### config.mk
export PLATFORM = sky130hd
export DESIGN_NAME = rle_bit_expander
export DESIGN_NICKNAME = d
export VERILOG_FILES = /design/src/rtl/rle_bit_expander.sv
export SDC_FILE = /design/constraint.sdc
export NUM_CORES = 1
export LEC_CHECK = 0
export BUFFER_PORTS_ARGS = -buffer_cell sky130_fd_sc_hd__buf_2
export CORE_ASPECT_RATIO = 1.4
export CORE_MARGIN = 1.5
export CORE_UTILIZATION = 60
export CTS_BUF_LIST = sky130_fd_sc_hd__clkbuf_4
export CTS_CLUSTER_SIZE = 24
export DETAILED_ROUTE_END_ITERATION = 7
export PLACE_DENSITY = 0.81
export SETUP_SLACK_MARGIN = 0.4
export SYNTH_ARGS = -nofsm -noshare
export SYNTH_HDL_FRONTEND = slang
export SYNTH_SLANG_ARGS = --single-unit
### constraint.sdc
create_clock -name clk -period 2.5 [get_ports clk]
set_input_delay 0.5 -clock clk [delete_from_list [all_inputs] [get_ports clk]]
set_output_delay 0.5 -clock clk [all_outputs]
set_load 0.01 [all_outputs]
### src/rtl/rle_bit_expander.sv
module rle_bit_expander #(
  parameter int          MAX_ONES  = 8,
  parameter int          SYNC_LEN  = 24,
  parameter logic [23:0] SYNC_WORD = 24'hFFFF20
) (
  input  logic       clk,
  input  logic       rst_n,
  input  logic [7:0] code_in,
  input  logic       code_valid,
  output logic       code_ready,
  output logic       bit_out,
  output logic       bit_valid,
  input  logic       bit_ready,
  output logic       code_err
);

  localparam logic [7:0] ONES_TOP = 8'(MAX_ONES);
  localparam logic [7:0] BARE     = 8'(MAX_ONES + 1);
  localparam logic [7:0] ZBASE    = 8'(MAX_ONES + 2);
  localparam logic [4:0] SYNC_TOP = 5'(SYNC_LEN - 1);

  typedef enum logic [1:0] {S_SYNC, S_IDLE, S_RUN, S_TERM} st_t;

  st_t        st;
  logic [4:0] sync_idx;
  logic [7:0] cnt;
  logic       run_val;
  logic       has_term;

  logic       accept, fire, bad;
  logic       is_ones, is_bare;
  logic [7:0] dec_len;

  assign code_ready = (st == S_IDLE);
  assign bit_valid  = (st != S_IDLE);
  assign accept     = code_valid & code_ready;
  assign fire       = bit_valid & bit_ready;
  assign bad        = (code_in == 8'h00) || (code_in == 8'hFF);
  assign code_err   = accept & bad;

  assign is_ones = !bad && (code_in <= ONES_TOP);
  assign is_bare = (code_in == BARE);
  assign dec_len = is_ones ? code_in : (is_bare ? ONES_TOP : code_in - ZBASE);

  assign bit_out = (st == S_SYNC) ? SYNC_WORD[SYNC_TOP - sync_idx] :
                   (st == S_TERM) ? ~run_val : run_val;

  always_ff @(posedge clk or negedge rst_n) begin
    if (!rst_n) begin
      st       <= S_SYNC;
      sync_idx <= '0;
      cnt      <= '0;
      run_val  <= 1'b0;
      has_term <= 1'b0;
    end else begin
      case (st)
        S_SYNC: if (fire) begin
          if (sync_idx == SYNC_TOP) st <= S_IDLE;
          else sync_idx <= sync_idx + 5'd1;
        end
        S_IDLE: if (accept && !bad) begin
          run_val  <= is_ones | is_bare;
          has_term <= !is_bare;
          cnt      <= dec_len;
          st       <= (dec_len == 8'd0) ? S_TERM : S_RUN;
        end
        S_RUN: if (fire) begin
          cnt <= cnt - 8'd1;
          if (cnt == 8'd1) st <= has_term ? S_TERM : S_IDLE;
        end
        S_TERM: if (fire) st <= S_IDLE;
        default: st <= S_IDLE;
      endcase
    end
  end


  ready_excl_chk: assert property (@(posedge clk) disable iff (!rst_n)
    code_ready |-> !bit_valid);


  valid_hold_chk: assert property (@(posedge clk) disable iff (!rst_n)
    bit_valid && !bit_ready |=> bit_valid && $stable(bit_out));


  err_pulse_chk: assert property (@(posedge clk) disable iff (!rst_n)
    code_err |-> code_valid && code_ready && (code_in == 8'h00 || code_in == 8'hFF));


  err_silent_chk: assert property (@(posedge clk) disable iff (!rst_n)
    code_err |=> code_ready);


  ones_start_chk: assert property (@(posedge clk) disable iff (!rst_n)
    accept && code_in >= 8'd1 && code_in <= ONES_TOP |=> bit_valid && bit_out);


  bare_start_chk: assert property (@(posedge clk) disable iff (!rst_n)
    accept && code_in == BARE |=> bit_valid && bit_out);


  zero_len_chk: assert property (@(posedge clk) disable iff (!rst_n)
    accept && code_in == ZBASE |=> bit_valid && bit_out);

endmodule

==> results of run 1 <==
Yosys cell counts (2+ instances only):
library cell	count	area (um^2)
nand4_1	5	31.3
nand2b_1	3	18.8
a21oi_1	12	60.1
inv_1	13	48.8
o21a_1	2	15.0
xnor2_1	6	52.6
o31a_1	2	17.5
and2_1	2	12.5
ha_1	10	125
buf_4	2	15.0
dfrtp_1	17	425
o311ai_0	2	17.5
nor2_1	7	26.3
nand3_1	6	30.0
nor2b_1	2	12.5
o21ai_0	19	95.1
or4_1	3	22.5
nor3_1	6	30.0
nor4_1	4	25.0
a21boi_0	2	15.0
o211ai_1	2	15.0
buf_2	4	20.0
nand3b_1	2	15.0
mux2_2	2	22.5
xor2_1	2	17.5
o22ai_1	4	25.0
nand2_1	12	45.0
a41oi_1	2	17.5
clkbuf_1	5	18.8
final cells by class:
| class | instances | area [um^2] |
|---|---|---|
| multi-input cells | 132 | 958 |
| fillers | 163 | 523 |
| flip-flops and latches | 17 | 427 |
| repair buffers | 30 | 188 |
| inverters | 13 | 48.8 |
| well taps | 22 | 27.5 |
| clock buffers | 3 | 22.5 |
| clock inverters | 1 | 7.51 |
worst max path at each step:
| stage | from | end | slack [ps] |
|---|---|---|---|
| floorplan | code_in[4] | st[0]$_DFFE_PN0P_ | 370 |
| global placement | code_in[7] | st[0]$_DFFE_PN0P_ | 60 |
| detailed placement | code_in[7] | st[0]$_DFFE_PN0P_ | 80 |
| CTS | st[1]$_DFFE_PN0P_ | st[0]$_DFFE_PN0P_ | 400 |
| global route | st[1]$_DFFE_PN0P_ | st[0]$_DFFE_PN0P_ | 280 |
| finish | st[1]$_DFFE_PN0P_ | st[0]$_DFFE_PN0P_ | 350 |
registers in the layout, indices dropped and copies added (netlist names):
register  count
cnt           8
sync_idx      5
st            2
has_term      1
run_val       1
cells in the final DEF (no fill, tap or decap), types with 2 or more instances in the layout:
master,Yosys,routed
o21ai_0,19,17
dfrtp_1,17,16
buf_2,4,15
buf_4,2,15
nand2_1,12,12
a21oi_1,12,12
inv_1,13,11
ha_1,10,8
nor2_1,7,7
xnor2_1,6,6
nand3_1,6,6
nand4_1,5,5
nor3_1,6,5
o22ai_1,4,4
or4_4,0,3
nor4_1,4,3
nand2b_1,3,3
clkbuf_4,0,3
inv_2,0,2
o21ai_1,0,2
xor2_1,2,2
mux2_2,2,2
a41oi_1,2,2
a21boi_0,2,2
o211ai_1,2,2
nand3b_1,2,2
o311ai_0,2,2
o31a_1,2,2
o21a_1,2,2
ha_4,0,2
logic make-up (layout without fill, tap and decap cells):
logic type               after synthesis  count (layout)  share of synthesized area, %
AND/OR/NAND/NOR                       56              56                          21.1
AO/OA/AOI/OAI                         55              55                          25.8
buffers and inverters                 24              47                          7.21
flip-flops                            17              17                          29.9
adder cells (fa/ha/maj)               10              10                          8.79
XOR/XNOR                               8               8                          4.92
multiplexers                           3               3                          2.28
repair_timing:
| item | CTS | global route |
|---|---|---|
| gates resized for setup | 5 | 11 |
| hold buffers | 0 | 0 |
| setup endpoints to repair | 4 | 5 |
| buffers inserted | 7 | 4 |
| pin swaps | 3 | 2 |
critical path, delay by kind of cell, from the launching register on:
family,cells,cell delay [ps]
adders and majority gates,1,130
DFF,1,400
and+or+nand+nor,3,630
buffers and inverters,2,270
AOI/OAI and AO/OA,3,620
power breakdown:
| part | leakage, nW | switching (W) | internal (W) | total (W) |
|---|---|---|---|---|
| combinational | 0.482 | 0.000498 | 0.000433 | 0.000931 |
| clock | 0.0139 | 0.0000975 | 0.0000611 | 0.000159 |
| sequential | 0.208 | 0.000122 | 0.000402 | 0.000524 |
| total | 0.704 | 0.000718 | 0.000896 | 0.00161 |
stage by stage:
step | utilization (%) | setup slack (ps) | instance area (um^2) | std cells
2_1_floorplan | - | 374 | 1430 | 173
6_report | 76.3 | 354 | 1680 | 218
3_5_place_dp | 68.6 | 78.5 | 1510 | 203
3_3_place_gp | 68.6 | 64.6 | 1510 | 203
5_1_grt | 76.3 | 280 | 1680 | 218
4_1_cts | 73.3 | 396 | 1610 | 214
routing by layer:
layer | vias to the layer above | GRT usage [%] | part of all wire [%]
met4 | 0 | 14.3 | 2.0
li1 | 684 | - | -
met3 | 11 | 4.17 | 4.4
met2 | 52 | 51.5 | 53
met5 | - | 0 | 0
met1 | 649 | 34.7 | 41
==> out/summary.txt, run 1 <==
Status: finished, final reports clean
Via density: 6.40
Final WL: 3580 um
CTS max path bufs: 2
DRC: 0
Die area: 0.00268 mm^2
Number of flops mapped to enable cells by yosys: 0
Critical path required time: 2710 ps
Critical path class: flip-flop to flip-flop
Seq/Total Area, Yosys: 29.9%
Routability Congestion: 0.961
Synth Instances: 173
Die X: 44.2 um
Detailed Place HPWL: 2540 um
Number of warnings issued by yosys: 0
Top_reg_cell synth: dfrtp_1
Area grow syn2layout: 17.9%
FF-to-FF Start: st[1]$_DFFE_PN0P_
R2R Setup Slk: 350 ps
Actual slew at the worst max-slew pin: 656 ps
Final setup viols: 0
Largest net degree at the start of global routing: 27
CP Capture Type: flip-flop
Min-delay worst type: primary input to asynchronous set/reset pin
Clk pin slew, worst setup/hold paths: 110 ps
WL per Instance: 16.4 um
Ys async rst share: 100%
Post-synthesis cell area: 0.00142 mm^2
Max-Cap Viols: 0
Remaining antenna violation count after routing: 0
Fin Hold WS: 89.2 ps
Relative slew slack: 55.9%
Port bufs: 15
Crit Reg-Reg Endpoint: st[0]$_DFFE_PN0P_
Tcrit/Tclk final: 85.8%
Via count: 1396
Die Span Y: 60.6 um
Initial antenna violation count: 0
Total congestion overflow: 0
All-layer global routing usage: 29.3%
First-pass GRT wire length: 5900 um
CP arrival: 2360 ps
Leak: 0.704 nW
Number of antenna cells inserted: 0
PwrDens: 961 mW/mm^2
Starting Density: 64.7%
Clock root cell: clkbuf_4
Clk_lat worst skew: 310 ps
Net count, final: 219
Crit-path max cell delay: 440 ps
Clock buffer count from CTS: 3
IO Pins: 16
Drt pass-1 iters: 4
Syn nets: 195
Tot Pwr: 0.00161 W
R2R depth: 9
Row cnt: 20
CTS tree: built
Final-report hold violation count: 0
Startpoint types: flip-flop
Initial DRC count: 83
Synth Register Bits: 17
Max VDD drop: 612 uV
Distinct cells, synth: 42
Maximum fanout along the worst path: 6
Post-Syn Area per Cell: 8.23 um^2
Count of pins over their slew limit: 0
H-tree depth: 1
Crit-path cells: inv_2 > ha_4 > and2_4 > o221ai_4 > or4_4 > a222oi_1 > buf_4 > nor2_1 > a41oi_1
CTS sink count: 17
Layout Skew: 14.0 ps
RSZ-0062 raised after global routing: true
Tmin final: 2150 ps
CP max-delay cell: or4_4
Maximum clock frequency: 466 MHz
Core area: 0.00220 mm^2
Vias in the first global route: 1338
Setup TNS: 0 ps
Fraction of layout cells with a size suffix above 1: 27.0%
Power figures use the tool's default switching activity.
==> inputs of run 2 (changes only) <==
==> constraint.sdc (replaced) <==
create_clock -name clk -period 2.5 [get_ports clk]
set_input_delay 0.25 -clock clk [delete_from_list [all_inputs] [get_ports clk]]
set_output_delay 0.25 -clock clk [all_outputs]
set_load 0.01 [all_outputs]
==> run 2 against run 1 <==
  * Clock skew decreased by 13 ps
  * Cell count decreased by 2.8%
  * Highest routed layer unchanged
  * Sequential power increased by 0.8%
==> out/summary.txt, run 2 (same netlist as run 1, synthesis figures left out) <==
Tcrit/Tclk final: 85.0% (was 85.8%)
Fraction of layout cells with a size suffix above 1: 21.6% (was 27.0%)
Maximum clock frequency: 471 MHz (was 466 MHz)
CP arrival: 2350 ps (was 2360 ps)
CP top delay family: simple AND/OR/NAND/NOR gates (unchanged)
Row cnt: 20 (unchanged)
Initial antenna violation count: 0 (unchanged)
Via count: 1411 (was 1396)
Tmin final: 2120 ps (was 2150 ps)
Maximum fanout along the worst path: 5 (was 6)
Comb pwr share: 55.3% (was 57.7%)
Max FFs per register: 8 (unchanged)
First-pass GRT wire length: 5290 um (was 5900 um)
Vias in the first global route: 1225 (was 1338)
RSZ-0062 raised after global routing: true (unchanged)
Tot Pwr: 0.00154 W (was 0.00161 W)
Total congestion overflow: 0 (unchanged)
CP Capture Type: flip-flop (unchanged)
Max VDD drop: 578 uV (was 612 uV)
Critical path class: flip-flop to flip-flop (unchanged)
Hold Path Sink: cnt[0]$_DFFE_PN0P_
Clock buffer count from CTS: 3 (unchanged)
Count of pins over their slew limit: 0 (unchanged)
R2R Setup Slk: 380 ps (was 350 ps)
Port bufs: 15 (unchanged)
Setup TNS: 0 ps (unchanged)
H-tree depth: 1 (unchanged)
Remaining antenna violation count after routing: 0 (unchanged)
Commonest non-fill, non-tap cells in the layout: 18 x o21ai_0, 16 x dfrtp_1, 15 x buf_2 (was 17 x o21ai_0, 16 x dfrtp_1, 15 x buf_2, 15 x buf_4)
Critical path required time: 2730 ps (was 2710 ps)
Clk_lat worst skew: 300 ps (was 310 ps)
Min-delay worst type: primary input to flip-flop (was primary input to asynchronous set/reset pin)
Detailed Place HPWL: 2410 um (was 2540 um)
Finished Cell Area: 0.00161 mm^2 (was 0.00168 mm^2)
Via density: 6.66 (was 6.40)
WL per Instance: 15.7 um (was 16.4 um)
Final std cells w/o fill: 212 (was 218)
Final-report hold violation count: 0 (unchanged)
Buffers & Inverters on Critical Path: 2 (unchanged)
Layout Skew: 0.936 ps (was 14.0 ps)
FILL cells: 164 (was 163)
CTS max path bufs: 2 (unchanged)
Biggest regs: cnt (8), sync_idx (5), st (2) (unchanged)
Switching Share: 44.7% (was 44.5%)
Status: finished, final reports clean (unchanged)
Crit-path cells: inv_2 > ha_4 > and2_4 > o221ai_4 > or4_1 > a222oi_1 > buf_4 > nor2_2 > a41oi_2 (was inv_2 > ha_4 > and2_4 > o221ai_4 > or4_4 > a222oi_1 > buf_4 > nor2_1 > a41oi_1)
Die area: 0.00268 mm^2 (unchanged)
Multi-input gate area: 936 um^2 (was 958 um^2)
Startpoint types: flip-flop (unchanged)
Stages on worst setup path: 9 (unchanged)
Sequential fraction of design power: 34.2% (was 32.5%)
Register Area: 427 um^2 (unchanged)
Drt pass-1 iters: 4 (unchanged)
Leak: 0.664 nW (was 0.704 nW)
HP Start: code_in[0]
Core area: 0.00220 mm^2 (unchanged)
Die X: 44.2 um (unchanged)
Routability Congestion: 0.957 (was 0.961)
All-layer global routing usage: 26.4% (was 29.3%)
Largest net degree at the start of global routing: 21 (was 27)
R2R depth: 9 (unchanged)
Placed Area: 0.00150 mm^2 (was 0.00151 mm^2)
Final setup viols: 0 (unchanged)
PwrDens: 956 mW/mm^2 (was 961 mW/mm^2)
DRC: 0 (unchanged)
Number of antenna cells inserted: 0 (unchanged)
DP Cell Count: 201 (was 203)
Reg with most FFs: cnt (unchanged)
Clock root cell: clkbuf_4 (unchanged)
Starting Density: 64.7% (unchanged)
Net count, final: 213 (was 219)
Area grow syn2layout: 13.4% (was 17.9%)
Die Span Y: 60.6 um (unchanged)
Crit-path max cell delay: 500 ps (was 440 ps)
Hold depth: 3
CTS sink count: 17 (unchanged)
Clk pin slew, worst setup/hold paths: 110 ps (about the same)
Clock share of power: 10.5% (was 9.8%)
Final WL: 3330 um (was 3580 um)
Crit Reg-Reg Endpoint: st[0]$_DFFE_PN0P_ (unchanged)
FF-to-FF Start: st[1]$_DFFE_PN0P_ (unchanged)
Commonest non-fill, non-tap cell in the layout: o21ai_0 (unchanged)
IO Pins: 16 (unchanged)
CTS tree: built (unchanged)
Relative slew slack: 54.7% (was 55.9%)
CP max-delay cell: or4_1 (was or4_4)
Actual slew at the worst max-slew pin: 674 ps (was 656 ps)
Internal power: 0.000852 W (was 0.000896 W)
Max-Cap Viols: 0 (unchanged)
Switching power: 0.000690 W (was 0.000718 W)
Initial DRC count: 56 (was 83)
run 2: repair_timing:
action / CTS / global route
gates resized for setup: 5 / 4
endpoints found under the setup margin: 2 / 2
setup buffers: 4 / 2
pin swaps: 2 / 3
hold endpoints to repair: 17 / 0
hold buffers: 1 / 0
run 2: metal layers:
layer  vias to the layer above  GRT usage (%)  part of all wire (%)  routed length [um]
met3                         9           2.68                   4.0                 134
met1                       685           32.5                    41                1380
met4                         0           7.79                   1.9                  62
met5                         -              0                     0                   0
met2                        48           48.3                    53                1750
li1                        669              -                     -                   -
run 2: how the worst max path moves through the flow:
stage                            from  slack (ps)                 to
floorplan           st[1]$_DFFE_PN0P_         420  st[0]$_DFFE_PN0P_
global placement    st[1]$_DFFE_PN0P_         360  st[0]$_DFFE_PN0P_
detailed placement  st[1]$_DFFE_PN0P_         160  st[0]$_DFFE_PN0P_
CTS                 st[1]$_DFFE_PN0P_         400  st[0]$_DFFE_PN0P_
global route        st[1]$_DFFE_PN0P_         280  st[1]$_DFFE_PN0P_
finish              st[1]$_DFFE_PN0P_         380  st[0]$_DFFE_PN0P_
run 2: worst reg2reg max path: stages (launching register included):
cell and delay (ps):
dfrtp_1 410, inv_2 80, ha_4 130, and2_4 150, o221ai_4 110, or4_1 500, a222oi_1 300, buf_4 200
nor2_2 40, a41oi_2 140
run 2: final cells by class:
| class | instances | area share (%) |
|---|---|---|
| inverter | 13 | 3.02 |
| clock buffer | 3 | 1.40 |
| sequential | 17 | 26.4 |
| clock inverter | 1 | 0.465 |
| tap | 22 | 1.71 |
| multi-input combinational | 132 | 58.0 |
| timing repair buffer | 24 | 8.99 |
run 2: power by group through the flow:
stage,clock network (W),logic [W],registers (W)
after floorplan,0,0.000572,0.000498
after global placement,0,0.000704,0.000518
after detailed placement,0,0.000740,0.000529
after CTS,0.000161,0.000816,0.000521
after global routing,0.000170,0.000953,0.000543
final,0.000162,0.000853,0.000528
run 2: per-stage QoR:
| step | setup WS [ps] | hold slack (ps) | util (%) |
|---|---|---|---|
| after detailed placement | 162 | 194 | 68.1 |
| after global routing | 283 | 329 | 73.3 |
| after floorplan | 424 | -45.6 | - |
| after CTS | 400 | 317 | 72.1 |
| final | 376 | 321 | 73.3 |
| after global placement | 355 | 185 | 68.1 |
